==> src/rtl/kwdt_pkg.sv <==
package kwdt_pkg;
  localparam int ADDR_W = 6;

  localparam logic [ADDR_W-1:0] OFS_PRE_A = 6'h00;
  localparam logic [ADDR_W-1:0] OFS_PRE_B = 6'h04;
  localparam logic [ADDR_W-1:0] OFS_KEY   = 6'h0C;
  localparam logic [ADDR_W-1:0] OFS_CTL   = 6'h0D;
  localparam logic [ADDR_W-1:0] OFS_CFG   = 6'h10;
  localparam logic [ADDR_W-1:0] OFS_CNT   = 6'h14;
  localparam logic [ADDR_W-1:0] OFS_GUARD = 6'h18;

  localparam logic [7:0] KEY_FIRST  = 8'h80;
  localparam logic [7:0] KEY_SECOND = 8'h86;

  localparam int CFG_SCALE  = 2;
  localparam int CFG_WARM   = 3;
  localparam int CFG_RSTEN  = 4;
  localparam int CFG_NOTOG  = 5;
  localparam logic [7:0] CFG_MASK = 8'h3C;

  typedef enum logic [1:0] {UK_IDLE, UK_HALF, UK_OPEN} ukey_t;
endpackage

==> src/rtl/kwdt_keygate.sv <==
module kwdt_keygate
  import kwdt_pkg::*;
#(
  parameter int PRE_W = 20
) (
  input  logic              clk,
  input  logic              rst_n,
  input  logic              wr_en,
  input  logic [ADDR_W-1:0] addr,
  input  logic [31:0]       wdata,
  output logic [PRE_W-1:0]  pre_a,
  output logic [PRE_W-1:0]  pre_b,
  output logic [7:0]        cfg,
  output logic              enable,
  output logic              lock,
  output logic              reload_pulse,
  output logic              clear_pulse,
  output logic              start_pulse
);
  ukey_t ukey;

  // named events for the checks
  logic key_hit, prot_tgt, prot_ok, guard_wr, cfg_wr;

  always_comb begin
    key_hit  = wr_en && (addr == OFS_KEY);
    prot_tgt = wr_en && ((addr == OFS_PRE_A) || (addr == OFS_PRE_B) || (addr == OFS_CTL));
    prot_ok  = prot_tgt && (ukey == UK_OPEN);
    guard_wr = wr_en && (addr == OFS_GUARD) && !lock;
    cfg_wr   = wr_en && (addr == OFS_CFG) && !lock;
    reload_pulse = prot_ok && (addr == OFS_CTL) && wdata[0];
    clear_pulse  = prot_ok && (addr == OFS_CTL) && wdata[1];
    start_pulse  = guard_wr && wdata[1] && !enable;
  end

  always_ff @(posedge clk) begin
    if (!rst_n) begin
      ukey <= UK_IDLE;
    end else if (wr_en) begin
      if (key_hit && wdata[7:0] == KEY_FIRST)
        ukey <= UK_HALF;
      else if (key_hit && ukey == UK_HALF && wdata[7:0] == KEY_SECOND)
        ukey <= UK_OPEN;
      else
        ukey <= UK_IDLE;
    end
  end

  always_ff @(posedge clk) begin
    if (!rst_n) begin
      pre_a  <= '0;
      pre_b  <= '0;
      cfg    <= '0;
      enable <= 1'b0;
      lock   <= 1'b0;
    end else begin
      if (prot_ok && addr == OFS_PRE_A) pre_a <= wdata[PRE_W-1:0];
      if (prot_ok && addr == OFS_PRE_B) pre_b <= wdata[PRE_W-1:0];
      if (cfg_wr) cfg <= wdata[7:0] & CFG_MASK;
      if (guard_wr) begin
        enable <= wdata[1];
        lock   <= wdata[0];
      end
    end
  end

  assert_preload_keyed_R2: assert property (@(posedge clk) disable iff (!rst_n)
    (!$stable(pre_a) || !$stable(pre_b)) |-> $past(ukey == UK_OPEN));
  assert_lock_sticky_R10: assert property (@(posedge clk) disable iff (!rst_n)
    lock |=> lock);
  assert_locked_enable_R10: assert property (@(posedge clk) disable iff (!rst_n)
    lock |=> $stable(enable));
  assert_locked_cfg_R10: assert property (@(posedge clk) disable iff (!rst_n)
    lock |=> $stable(cfg));
endmodule

==> src/rtl/kwdt_stager.sv <==
module kwdt_stager
  import kwdt_pkg::*;
#(
  parameter int PRE_W = 20,
  parameter int SHIFT = 15,
  localparam int CNT_W = PRE_W + SHIFT
) (
  input  logic             clk,
  input  logic             rst_n,
  input  logic             enable,
  input  logic [PRE_W-1:0] pre_a,
  input  logic [PRE_W-1:0] pre_b,
  input  logic [7:0]       cfg,
  input  logic             reload_pulse,
  input  logic             clear_pulse,
  input  logic             start_pulse,
  output logic [CNT_W-1:0] cnt,
  output logic             stage1_flag,
  output logic             rst_req,
  output logic             rst_warm,
  output logic             tout_pin
);
  localparam logic [CNT_W-1:0] LOW_ONES = (CNT_W'(1) << SHIFT) - CNT_W'(1);

  // placement of a preload in the counter, see R5
  function automatic logic [CNT_W-1:0] load_value(input logic [PRE_W-1:0] p,
                                                   input logic scaled);
    if (scaled) return (CNT_W'(p) << SHIFT) | LOW_ONES;
    return CNT_W'(p);
  endfunction

  logic in_b;
  logic load_req, at_zero, exp_a, exp_b;

  always_comb begin
    load_req = reload_pulse || start_pulse;
    at_zero  = (cnt == '0);
    exp_a    = enable && at_zero && !in_b;
    exp_b    = enable && at_zero && in_b;
  end

  always_ff @(posedge clk) begin
    if (!rst_n) begin
      cnt  <= '0;
      in_b <= 1'b0;
    end else if (load_req) begin
      cnt  <= load_value(pre_a, cfg[CFG_SCALE]);
      in_b <= 1'b0;
    end else if (exp_a) begin
      cnt  <= load_value(pre_b, cfg[CFG_SCALE]);
      in_b <= 1'b1;
    end else if (exp_b) begin
      cnt  <= load_value(pre_a, cfg[CFG_SCALE]);
      in_b <= 1'b0;
    end else if (enable) begin
      cnt <= cnt - CNT_W'(1);
    end
  end

  always_ff @(posedge clk) begin
    if (!rst_n) begin
      stage1_flag <= 1'b0;
      rst_req     <= 1'b0;
      rst_warm    <= 1'b0;
      tout_pin    <= 1'b0;
    end else begin
      if (exp_a) stage1_flag <= 1'b1;
      else if (clear_pulse) stage1_flag <= 1'b0;
      rst_req <= exp_b && cfg[CFG_RSTEN];
      if (exp_b) rst_warm <= cfg[CFG_WARM];
      tout_pin <= tout_pin ^ (exp_b && !cfg[CFG_NOTOG]);
    end
  end

  assert_flag_from_stage1_R6: assert property (@(posedge clk) disable iff (!rst_n)
    $rose(stage1_flag) |-> $past(exp_a));
  assert_req_one_cycle_R7: assert property (@(posedge clk) disable iff (!rst_n)
    rst_req |=> !rst_req);
  assert_req_kind_R7: assert property (@(posedge clk) disable iff (!rst_n)
    rst_req |-> (rst_warm == $past(cfg[CFG_WARM])));
  assert_frozen_when_off_R9: assert property (@(posedge clk) disable iff (!rst_n)
    (!enable && !load_req) |=> $stable(cnt));
  assert_reload_wins_R12: assert property (@(posedge clk) disable iff (!rst_n)
    reload_pulse |=> (!in_b && cnt == $past(load_value(pre_a, cfg[CFG_SCALE]))));
endmodule

==> src/rtl/keyed_wdt.sv <==
module keyed_wdt
  import kwdt_pkg::*;
#(
  parameter int PRE_W = 20,
  parameter int SHIFT = 15
) (
  input  logic        clk,
  input  logic        rst_n,
  input  logic        wr_en,
  input  logic [5:0]  addr,
  input  logic [31:0] wdata,
  input  logic [5:0]  rd_addr,
  output logic [31:0] rdata,
  output logic        stage1_flag,
  output logic        rst_req,
  output logic        rst_warm,
  output logic        tout_pin
);
  localparam int CNT_W = PRE_W + SHIFT;
  localparam int RD_SH = (CNT_W > 32) ? CNT_W - 32 : 0;

  function automatic logic [31:0] count_view(input logic [CNT_W-1:0] c);
    return 32'(c >> RD_SH);
  endfunction

  logic [PRE_W-1:0] pre_a, pre_b;
  logic [7:0]       cfg;
  logic             enable, lock;
  logic             reload_pulse, clear_pulse, start_pulse;
  logic [CNT_W-1:0] cnt;

  kwdt_keygate #(.PRE_W(PRE_W)) u_gate (
    .clk(clk), .rst_n(rst_n), .wr_en(wr_en), .addr(addr), .wdata(wdata),
    .pre_a(pre_a), .pre_b(pre_b), .cfg(cfg), .enable(enable), .lock(lock),
    .reload_pulse(reload_pulse), .clear_pulse(clear_pulse),
    .start_pulse(start_pulse)
  );

  kwdt_stager #(.PRE_W(PRE_W), .SHIFT(SHIFT)) u_stage (
    .clk(clk), .rst_n(rst_n), .enable(enable), .pre_a(pre_a), .pre_b(pre_b),
    .cfg(cfg), .reload_pulse(reload_pulse), .clear_pulse(clear_pulse),
    .start_pulse(start_pulse), .cnt(cnt), .stage1_flag(stage1_flag),
    .rst_req(rst_req), .rst_warm(rst_warm), .tout_pin(tout_pin)
  );

  always_comb begin
    case (rd_addr)
      OFS_PRE_A: rdata = 32'(pre_a);
      OFS_PRE_B: rdata = 32'(pre_b);
      OFS_CFG:   rdata = 32'(cfg);
      OFS_CNT:   rdata = count_view(cnt);
      OFS_GUARD: rdata = {30'd0, enable, lock};
      default:   rdata = 32'd0;
    endcase
  end

  assert_start_loads_R9: assert property (@(posedge clk) disable iff (!rst_n)
    $rose(enable) |-> $past(start_pulse));
endmodule

==> config.mk <==
export PLATFORM = sky130hd
export DESIGN_NAME = keyed_wdt
export DESIGN_NICKNAME = d
export VERILOG_FILES = /design/src/rtl/kwdt_pkg.sv /design/src/rtl/kwdt_keygate.sv /design/src/rtl/kwdt_stager.sv /design/src/rtl/keyed_wdt.sv
export SDC_FILE = /design/constraint.sdc
export NUM_CORES = 1
export LEC_CHECK = 0
export CAP_MARGIN = 20
export CORE_MARGIN = 4
export CORE_UTILIZATION = 55
export CTS_CLUSTER_DIAMETER = 60
export DETAILED_ROUTE_END_ITERATION = 8
export GPL_TIMING_DRIVEN = 0
export PLACE_DENSITY = 0.91
export SLEW_MARGIN = 20
export SYNTH_ARGS = -nofsm -noshare
export SYNTH_HDL_FRONTEND = slang
export SYNTH_SLANG_ARGS = --single-unit
==> constraint.sdc <==
create_clock -name clk -period 7.2 [get_ports clk]
set_input_delay 1.44 -clock clk [delete_from_list [all_inputs] [get_ports clk]]
set_output_delay 1.44 -clock clk [all_outputs]
set_load 0.05 [all_outputs]
=== Word-level counts from Yosys, hierarchy flattened ===
Cells that the tools add are included.

* Register bits after elaboration: 88
* Latch bits: 0
* RAM bits: 0
* ROM bits: 0
* Bits of input ports: 47
* Memories kept: 0

* $add $sub $neg: 1
* $mul: 0
* Divide/modulo/power cells: 0
* $lt $le $gt $ge: 0
* Eq/ne operators: 13
* Shift operators: 0
* Mux-type cells: 26
* Bitwise gates (word level): 2
* Reductions and logical operators: 36

{| class="wikitable"
|+ Operators by type and width
! kind !! number
|-
| $mux W35 || 9
|-
| $pmux W32 S5 || 1
|-
| $logic_not A35 Y1 || 1
|-
| $sub A35 B1 Y35 const B || 1
|-
| $eq A6 B5 Y1 const B || 5
|-
| $logic_and A1 B1 Y1 || 22
|-
| $eq A8 B8 Y1 const B || 2
|-
| $mux W1 || 14
|-
| $eq A6 B3 Y1 const B || 2
|-
| $eq A6 B4 Y1 const B || 2
|-
| $logic_not A6 Y1 || 2
|-
| $logic_not A1 Y1 || 4
|-
| $mux W2 || 2
|-
| $reduce_bool A2 Y1 || 2
|-
| $reduce_bool A4 Y1 || 1
|-
| $logic_or A1 B1 Y1 || 3
|-
| $eq A2 B1 Y1 const B || 1
|-
| $eq A2 B2 Y1 const B || 1
|-
| $reduce_or A2 Y1 || 1
|-
| $not A1 Y1 || 1
|-
| $xor A1 B1 Y1 || 1
|}

=== Logic depth before layout (Yosys ltp) ===
Gate-level depths: netlist of the first run.

* Depth after elaboration: 14
* Gate-level depth with buffers: 10
* Depth with buffers taken out: 8

=== Modules after synthesis ===
A second synthesis of the first run with hierarchy kept.

* Cell total of the unflattened synthesis: 729
* Area, all modules: 5950.7 um2

{| class="wikitable"
|+ Modules (own cells, without submodules)
! module !! instances !! cells an instance !! area an instance (um2) !! sequential area each (um2)
|-
| kwdt_stager || 1 || 451 || 3437.0 || 800.8
|-
| kwdt_keygate || 1 || 203 || 1986.9 || 960.9
|-
| keyed_wdt || 1 || 75 || 526.8 || 0.0
|}

=== Worst setup path before layout of the first run ===
Ideal clock, no wire load.

* Kind: input -> output
* Start: input rd_addr[1]
* End: output rdata[0]
* Arrival: 3.353 ns
* Setup slack: 2.407 ns
* Stages on the path: 3
* Buffers on the path: 1
* Path through: or4_1 -> clkbuf_1 -> o21ai_0

* Cells in the longest elaborated chain, start to end: 2
* Elaborated cells between the ends (all ways): 6
* Those cells by class: eq/ne: 4; mux: 1; reduce/logical: 1

{| class="wikitable"
|+ Ends and longest elaborated chain
! element !! RTL line !! source
|-
| from (decl) || keyed_wdt.sv:12 || <nowiki>input logic [5:0] rd_addr,</nowiki>
|-
| $eq A6 B5 Y1, or another cell as far along || keyed_wdt.sv:47 || <nowiki>case (rd_addr)</nowiki>
|-
| $pmux W32 S5 (*) || keyed_wdt.sv:47 ||
|-
| to (decl) || keyed_wdt.sv:13 || <nowiki>output logic [31:0] rdata,</nowiki>
|}

Every way passes the cells marked *; elsewhere a longest branch is shown, timed or not.

=== Worst setup path after layout of the first run ===
* Start: input rd_addr[4]
* End: output rdata[25]

The elaborated chain is that of the path after synthesis.

==> results.txt, run 1 <==
----------------------------------------------------
[Route]
  Number of routed nets with antenna violations ... 0
  Vias after detailed routing ... 7069
  Count of routing violations after the opening detailed-route iteration ... 1033
  Initial DRT Pass Iterations ... 6
  Detail-routed via count per cell ... between 7 and 8
  Routed length per placed instance ... roughly 28 um
  Residual DRC ... 0
  Routed wire length ... 27.3 mm

[Timing]
  Final number of hold-violating endpoints ... 0
  Unrepaired setup endpoints after global routing ... false
  Pins over their slew limit ... 0
  Final Cycle Share ... 80.2%
  Setup tns final ... 0 ns
  Slew at the pin closest to its max-slew limit ... 1.09 ns
  Worst slack on hold paths ... just under 0.5 ns
  Min cycle time layout ... between 5 and 6 ns
  Number of setup violations in the final report ... 0
  Clock tree skew after final layout ... 0.00720 ns
  Achievable frequency ... 0.173 GHz
  Rel. slew slack ... 26.3%

[Critical path]
  Worst Setup End Kind ... primary output
  Most prevalent standard cell on the critical path ... clkdlybuf4s50_1
  Kind of start point of the critical path ... input pin
  Crit path max-delay cell type ... clkdlybuf4s50_1
  Highest cell delay on the worst timing path ... 0.81 ns
  Critical Path Start ... rd_addr[4]
  Worst EP required ... between 5 and 6 ns
  Worst setup path category ... in2out
  Cells traversed along the worst timing path ... clkdlybuf4s50_1, buf_1, nand2_1, nor2_1, clkbuf_1, and2_1, clkdlybuf4s50_1
  R2r startpoint ... u_gate.enable
  Delay-heaviest family, CP ... buffers and inverters
  Crit path buf inv count ... 4
  Highest fanout seen on the critical path ... 10
  Arrival time worst endpoint ... 4.33 ns

[Clocking]
  Buffers inserted by post-CTS timing repair ... 0
  Number of H-tree branching levels ... 3
  CTS root buf ... clkbuf_8
  TritonCTS clock tree ... yes
  Insertion delay of the later-clocked pin in the worst-skew pair ... between 0.3 and 0.4 ns
  Number of buffers between clock root and the deepest sink ... 2
  Number of clock buffers inserted by TritonCTS ... 9
  Resized cells post-CTS ... 0
  Register clock-pin slew on the reported worst setup and hold paths ... 0.10 ns
  Number of buffers inserted for hold repair after clock tree synthesis ... 0
  Clock Sinks ... 88

[Synth]
  Number of register bits inferred by synthesis ... 88
  Syn_nets ... ~800
  Share of flip-flops with an asynchronous set or reset ... 0%
  Synth Cell Area ... 0.00590 sq mm
  Yosys warnings ... 0
  Sequential element share of the synthesized area ... 29.9%
  Number of enable-type register cells in the synthesized netlist ... 0
  Number of instances in the synthesized netlist ... 753
  Primary flip-flop cell chosen by synthesis mapping ... dfxtp_1
  Most common cell in the netlist ... nor2_1
  Fraction of post-synthesis cell area in the top cell type by area ... about 30%
  Avg Cell Area, Syn ... between 7 and 8 sq um
  Dominant cell type by area after synthesis ... dfxtp_1
  Top post-synthesis cells by area ... dfxtp_1, mux2i_1, nor2_1
  Distinct cell type count of the synthesized netlist ... 66
  Synth top cells by count ... nor2_1, dfxtp_1, mux2i_1

[Die]
  Horizontal die dimension ... 112 um
  Die area ... 0.0124 sq mm
  Placeable core region ... 0.0104 sq mm
  Die H ... 112 um
  Starting Density ... 56.9%
  I/O pin count ... 83
  FP Rows ... 37

[Global routing]
  Final global-route overflow total ... 0
  Met1 Usage GRT ... around 55%
  GR Util All Layers ... 43.0%
  Met2 Usage GRT ... between 60% and 70%
  Vias in the first global route ... 6728
  Most utilized layer in the global route result ... met2
  Initial antenna violation count ... 0
  Largest net degree at the start of global routing ... 19
  Global-route wire length before repair ... 41.0 mm
  Global-route met3 utilization ... 14.7%

[Run]
  MaxCap Viol Count ... 0

[Placement]
  Global placer's final weighted congestion ... 1.12
  Instance area at placement ... 0.00674 sq mm
  Post-DP HPWL ... 19.9 mm
  Port buffer count ... 67

[Power]
  Pwr dens ... 142 mW/mm^2
  Fraction of power spent switching nets ... 30.9%
  Max VDD drop ... about 180 uV
  Clock network fraction of total power ... between 30% and 40%
  Combinational group share of total power ... 13.5%
  Lkg Pwr ... around 0.0025 uW
  Net switching power ... 304 uW
  Share of total power in sequential cells ... 50.0%
  Internal Power ... 678 uW

[Final layout]
  Diodes inserted ... 0
  Total number of nets in the final design ... 879
  Fill cell instance count of the final layout ... 888
  Layout Cell Area excl Fill ... 0.00693 sq mm
  Sequential cell area in the final layout ... 0.00176 sq mm
  Layout area overhead ... 17.5%
  Share of layout cells above drive strength 1 ... about 7.2%
  Area of combinational cells with multiple inputs ... 0.00387 sq mm

[Worst hold path]
  Class of the tightest hold or removal check ... reg2reg
  Worst min-delay path startpoint ... u_stage.rst_warm

[Status]
  Result of the run ... finished, final reports clean

----------------------------------------------------
-- layout make-up --
cell class,count,share of cell area (%)
multi-input combinational,596,55.8
clock inverter,7,1.01
tap,136,2.45
sequential,88,25.4
timing repair buffer,67,9.67
inverter,8,0.433
clock buffer,9,1.79
buffer,61,3.48
-- through the flow --
step                power [uW]  utilization [%]  std cells  worst slack, ns
global route              1000             66.9        972             1.38
CTS                        969             66.9        972             1.50
floorplan                  577                -        753             2.41
finish                     982             66.9        972             1.43
global placement           626             65.0        956             1.54
detailed placement         627             65.0        956             1.49
-- worst register-to-register path: cells and delay by family, from the launching register on --
kind,cells,cell delay (ns)
AOI/OAI and AO/OA,1,0.54
and+or+nand+nor,5,2.59
DFF,1,0.31
buffers and inverters,1,0.26
-- registers in the layout (all words and copies together), names as in the netlist --
register	flops
u_gate.cfg	4
u_gate.enable	1
u_gate.lock	1
u_gate.pre_a	20
u_gate.pre_b	20
u_gate.ukey	2
u_stage.cnt	35
u_stage.in_b	1
u_stage.rst_req	1
u_stage.rst_warm	1
u_stage.stage1_flag	1
u_stage.tout_pin	1
-- layer usage --
layer / part of all wire, % / vias to the layer above
met3: 16 / 176
met5: 0 / -
met4: 7.9 / 0
met1: 36 / 3221
li1: - / 2971
met2: 40 / 701
-- kinds of logic (layout without fill, tap and decap cells) --
| logic type | after synthesis | in the layout | synth area share (%) |
|---|---|---|---|
| xor+xnor | 14 | 14 | 2.08 |
| buf+inv | 69 | 152 | 4.60 |
| mux | 81 | 81 | 15.1 |
| flops | 88 | 88 | 29.9 |
| compound gates | 183 | 183 | 20.7 |
| simple gates | 317 | 317 | 27.5 |
| fa+ha+maj | 1 | 1 | 0.212 |
-- power groups by stage --
stage                     Sequential, uW  Combinational, uW  Clock [uW]
final                                491                132         359
after global routing                 491                139         374
after CTS                            491                126         353
after detailed placement             502                125           0
after global placement               502                124           0
after floorplan                      501               76.4           0
-- worst paths after layout --
check	end	slack, ns	cells past startpoint
worst min register to register	u_stage.rst_warm	0.49	2
worst max-delay path	rdata[25]	1.43	7
worst min-delay path	u_stage.rst_warm	0.49	2
worst max register to register	u_stage.cnt[21]	3.35	7
-- layout by cell type, fill, tap and decap left out, types with 15 or more instances in the layout --
master and instances:
nor2_1 113, dfxtp_1 88, clkdlybuf4s50_1 67, mux2i_1 55, a21oi_1 46, clkbuf_1 44
nand2_1 42, nor3_1 36, o21ai_0 31, nand3_1 22, mux2_2 22, a22oi_1 19
a31oi_1 16, and2_1 15
Power figures use the tool's default switching activity.
==> inputs of run 2 (changes only) <==
==> constraint.sdc (replaced) <==
create_clock -name clk -period 5.9 [get_ports clk]
set_input_delay 1.18 -clock clk [delete_from_list [all_inputs] [get_ports clk]]
set_output_delay 1.18 -clock clk [all_outputs]
set_load 0.05 [all_outputs]
==> results of run 2 <==
Same layout as run 1 (identical final DEF). Status: finished, final reports clean.
Main changes from that run: setup slack after placement 1.49 ns -> 0.706 ns; setup slack after layout 1.43 ns -> 0.649 ns; register-to-register setup slack 3.35 ns -> 2.05 ns; total power 982 uW -> 1200 uW; worst IR drop on VDD 179 uV -> 218 uV
==> inputs of run 3 (changes only) <==
--- a/config.mk
+++ b/config.mk
@@ -6,7 +6,7 @@
 export NUM_CORES = 1
 export LEC_CHECK = 0
 export CAP_MARGIN = 20
-export CORE_MARGIN = 4
+export CORE_MARGIN = 1
 export CORE_UTILIZATION = 55
 export CTS_CLUSTER_DIAMETER = 60
 export DETAILED_ROUTE_END_ITERATION = 8
==> run 3 against run 2 <==
Routed wire length barely moved. Cell count rose by 0.41%. Global-route usage rose by 7.0 points. Register-to-register slack got worse by 0.25 ns. Maximum frequency rose by 1.9%. Utilization rose by 0.072 points. Via count fell by 0.50%. Non-clock buffer count did not move. Flip-flop and latch count did not move. Sequential share of layout area barely moved. Count of clock-buffer cells in the layout rose by 2. Critical path depth did not move.
==> results.txt, run 3 (same netlist as run 1, synthesis figures left out) <==
----------------------------------------------------
[Clocking]
  Buffers inserted by post-CTS timing repair ... 0
  Number of buffers inserted for hold repair after clock tree synthesis ... 0
  Number of H-tree branching levels ... 3
  CTS root buf ... clkbuf_8
  Register clock-pin slew on the reported worst setup and hold paths ... 0.09 ns
  Resized cells post-CTS ... 0
  Number of clock buffers inserted by TritonCTS ... 9
  Insertion delay of the later-clocked pin in the worst-skew pair ... 0.40 ns
  Number of buffers between clock root and the deepest sink ... 2
  Clock Sinks ... 88
  TritonCTS clock tree ... yes

[Final layout]
  Number of non-filler instances in the completed layout ... 976
  Biggest regs ... u_stage.cnt (35), u_gate.pre_a (20), u_gate.pre_b (20)
  Share of layout cells above drive strength 1 ... approximately 7.3%
  Commonest non-fill, non-tap cells in the layout ... nor2_1, dfxtp_1, clkdlybuf4s50_1, mux2i_1, a21oi_1
  Register with the most flip-flops ... u_stage.cnt
  Most common cell after layout, fill and taps aside ... nor2_1
  Max reg flops ... 35
  Layout area overhead ... 17.7%
  Total number of nets in the final design ... 879

[Timing]
  Final Cycle Share ... between 80% and 90%
  Unrepaired setup endpoints after global routing ... false
  Final number of hold-violating endpoints ... 0
  Slew at the pin closest to its max-slew limit ... between 1 and 1.5 ns
  Rel. slew slack ... 30.3%
  Achievable frequency ... 0.194 GHz
  Min cycle time layout ... approximately 5 ns
  Clock tree skew after final layout ... 0.0172 ns
  Setup tns final ... 0 ns
  Number of setup violations in the final report ... 0
  Pins over their slew limit ... 0

[Critical path]
  Crit path buf inv count ... 4
  Delay-heaviest family, CP ... buffers and inverters
  Most prevalent standard cell on the critical path ... clkdlybuf4s50_1
  Worst setup path category ... in2out
  Cells traversed along the worst timing path ... clkdlybuf4s50_1, buf_1, nand2_1, nor2_1, clkbuf_1, and2_1, clkdlybuf4s50_1
  Arrival time worst endpoint ... 3.97 ns
  Kind of start point of the critical path ... input pin
  Highest cell delay on the worst timing path ... 0.80 ns
  Worst Setup End Kind ... primary output
  Endpoint of the worst register-to-register path ... u_stage.cnt[21]
  R2r startpoint ... u_gate.enable
  Highest fanout seen on the critical path ... 10
  Worst EP required ... 4.72 ns
  Reg2reg setup slack ... 1.80 ns
  Worst r2r path cells ... 7
  Crit path max-delay cell type ... clkdlybuf4s50_1

[Power]
  Lkg Pwr ... 0.00246 uW
  Max VDD drop ... 193 uV
  Pwr dens ... 170 mW/mm^2

[Worst hold path]
  Worst-case hold path end point ... u_stage.rst_warm
  Worst min-delay path startpoint ... u_stage.rst_warm
  Hold Crit Depth ... 2
  Class of the tightest hold or removal check ... reg2reg

[Global routing]
  Vias in the first global route ... 6544
  Global-route wire length before repair ... 40.3 mm
  Largest net degree at the start of global routing ... 16
  Initial antenna violation count ... 2
  Final global-route overflow total ... 0
  GR Util All Layers ... 50.0%

[Die]
  Horizontal die dimension ... 106 um
  Die area ... 0.0111 sq mm
  Starting Density ... 56.9%
  Placeable core region ... 0.0104 sq mm
  I/O pin count ... 83
  FP Rows ... 37
  Die H ... 106 um

[Placement]
  Global placer's final weighted congestion ... 1.12
  Post-DP HPWL ... between 15 and 20 mm
  Port buffer count ... 67
  Number of cells in the design after placement ... about 960

[Route]
  Detail-routed via count per cell ... 7.21
  Residual DRC ... 0
  Met1 layer wirelength in the final routing ... 10.1 mm
  Top layer in use ... met4
  Initial DRT Pass Iterations ... 7
  Wire length on met2 ... 11.5 mm
  Routed wire length ... 27.3 mm
  Count of routing violations after the opening detailed-route iteration ... 1100
  Number of routed nets with antenna violations ... 0
  Met3 wire length ... between 3 and 4 mm
  Routed length per placed instance ... 28.0 um
  Vias after detailed routing ... around 7k

[Run]
  MaxCap Viol Count ... 0

[Status]
  Result of the run ... finished, final reports clean

----------------------------------------------------
## run 3: worst min-delay path, delay by kind of cell, from the launching register on
kind	cells	cell delay, ns
AND/OR/NAND/NOR	1	0.08
flip-flops	1	0.34
AO/OA/AOI/OAI	1	0.06
## run 3: how the worst max path moves through the flow
stage	cells past startpoint	from	end
final	7	rd_addr[4]	rdata[24]
after global routing	7	rd_addr[4]	rdata[29]
after detailed placement	7	rd_addr[4]	rdata[29]
after floorplan	3	rd_addr[1]	rdata[0]
after CTS	7	rd_addr[4]	rdata[29]
after global placement	7	rd_addr[4]	rdata[22]
## run 3: metrics by stage
stage	hold WS, ns	util (%)	area (sq um)	total power (uW)	worst slack [ns]
after global placement	0.443	65.0	6740	764	0.835
after detailed placement	0.479	65.0	6740	764	0.823
after CTS	0.505	66.7	6920	1160	0.818
final	0.511	66.9	6940	1180	0.749
after floorplan	0.457	-	5900	705	1.63
after global routing	0.517	66.8	6930	1210	0.649
## run 3: per-layer routing
layer / vias to the layer above / track usage (%)
li1: 2980 / -
met1: 3278 / 63.7
met2: 637 / 74.4
met3: 139 / 15.1
met4: 0 / 30.2
met5: - / 0
## run 3: report_power, final
group	internal, uW	switching (uW)
sequential	595	3.99
clock	168	254
combinational	65.4	94.2
## run 3: area by class of cell
type | instances | area (sq um)
multi-input cells | 596 | 3880
fillers | 871 | 3430
flip-flops and latches | 88 | 1760
repair buffers | 67 | 671
plain buffers | 61 | 241
well taps | 136 | 170
clock buffers | 11 | 141
clock inverters | 5 | 38.8
inverters | 8 | 30.0
diodes | 4 | 10.0
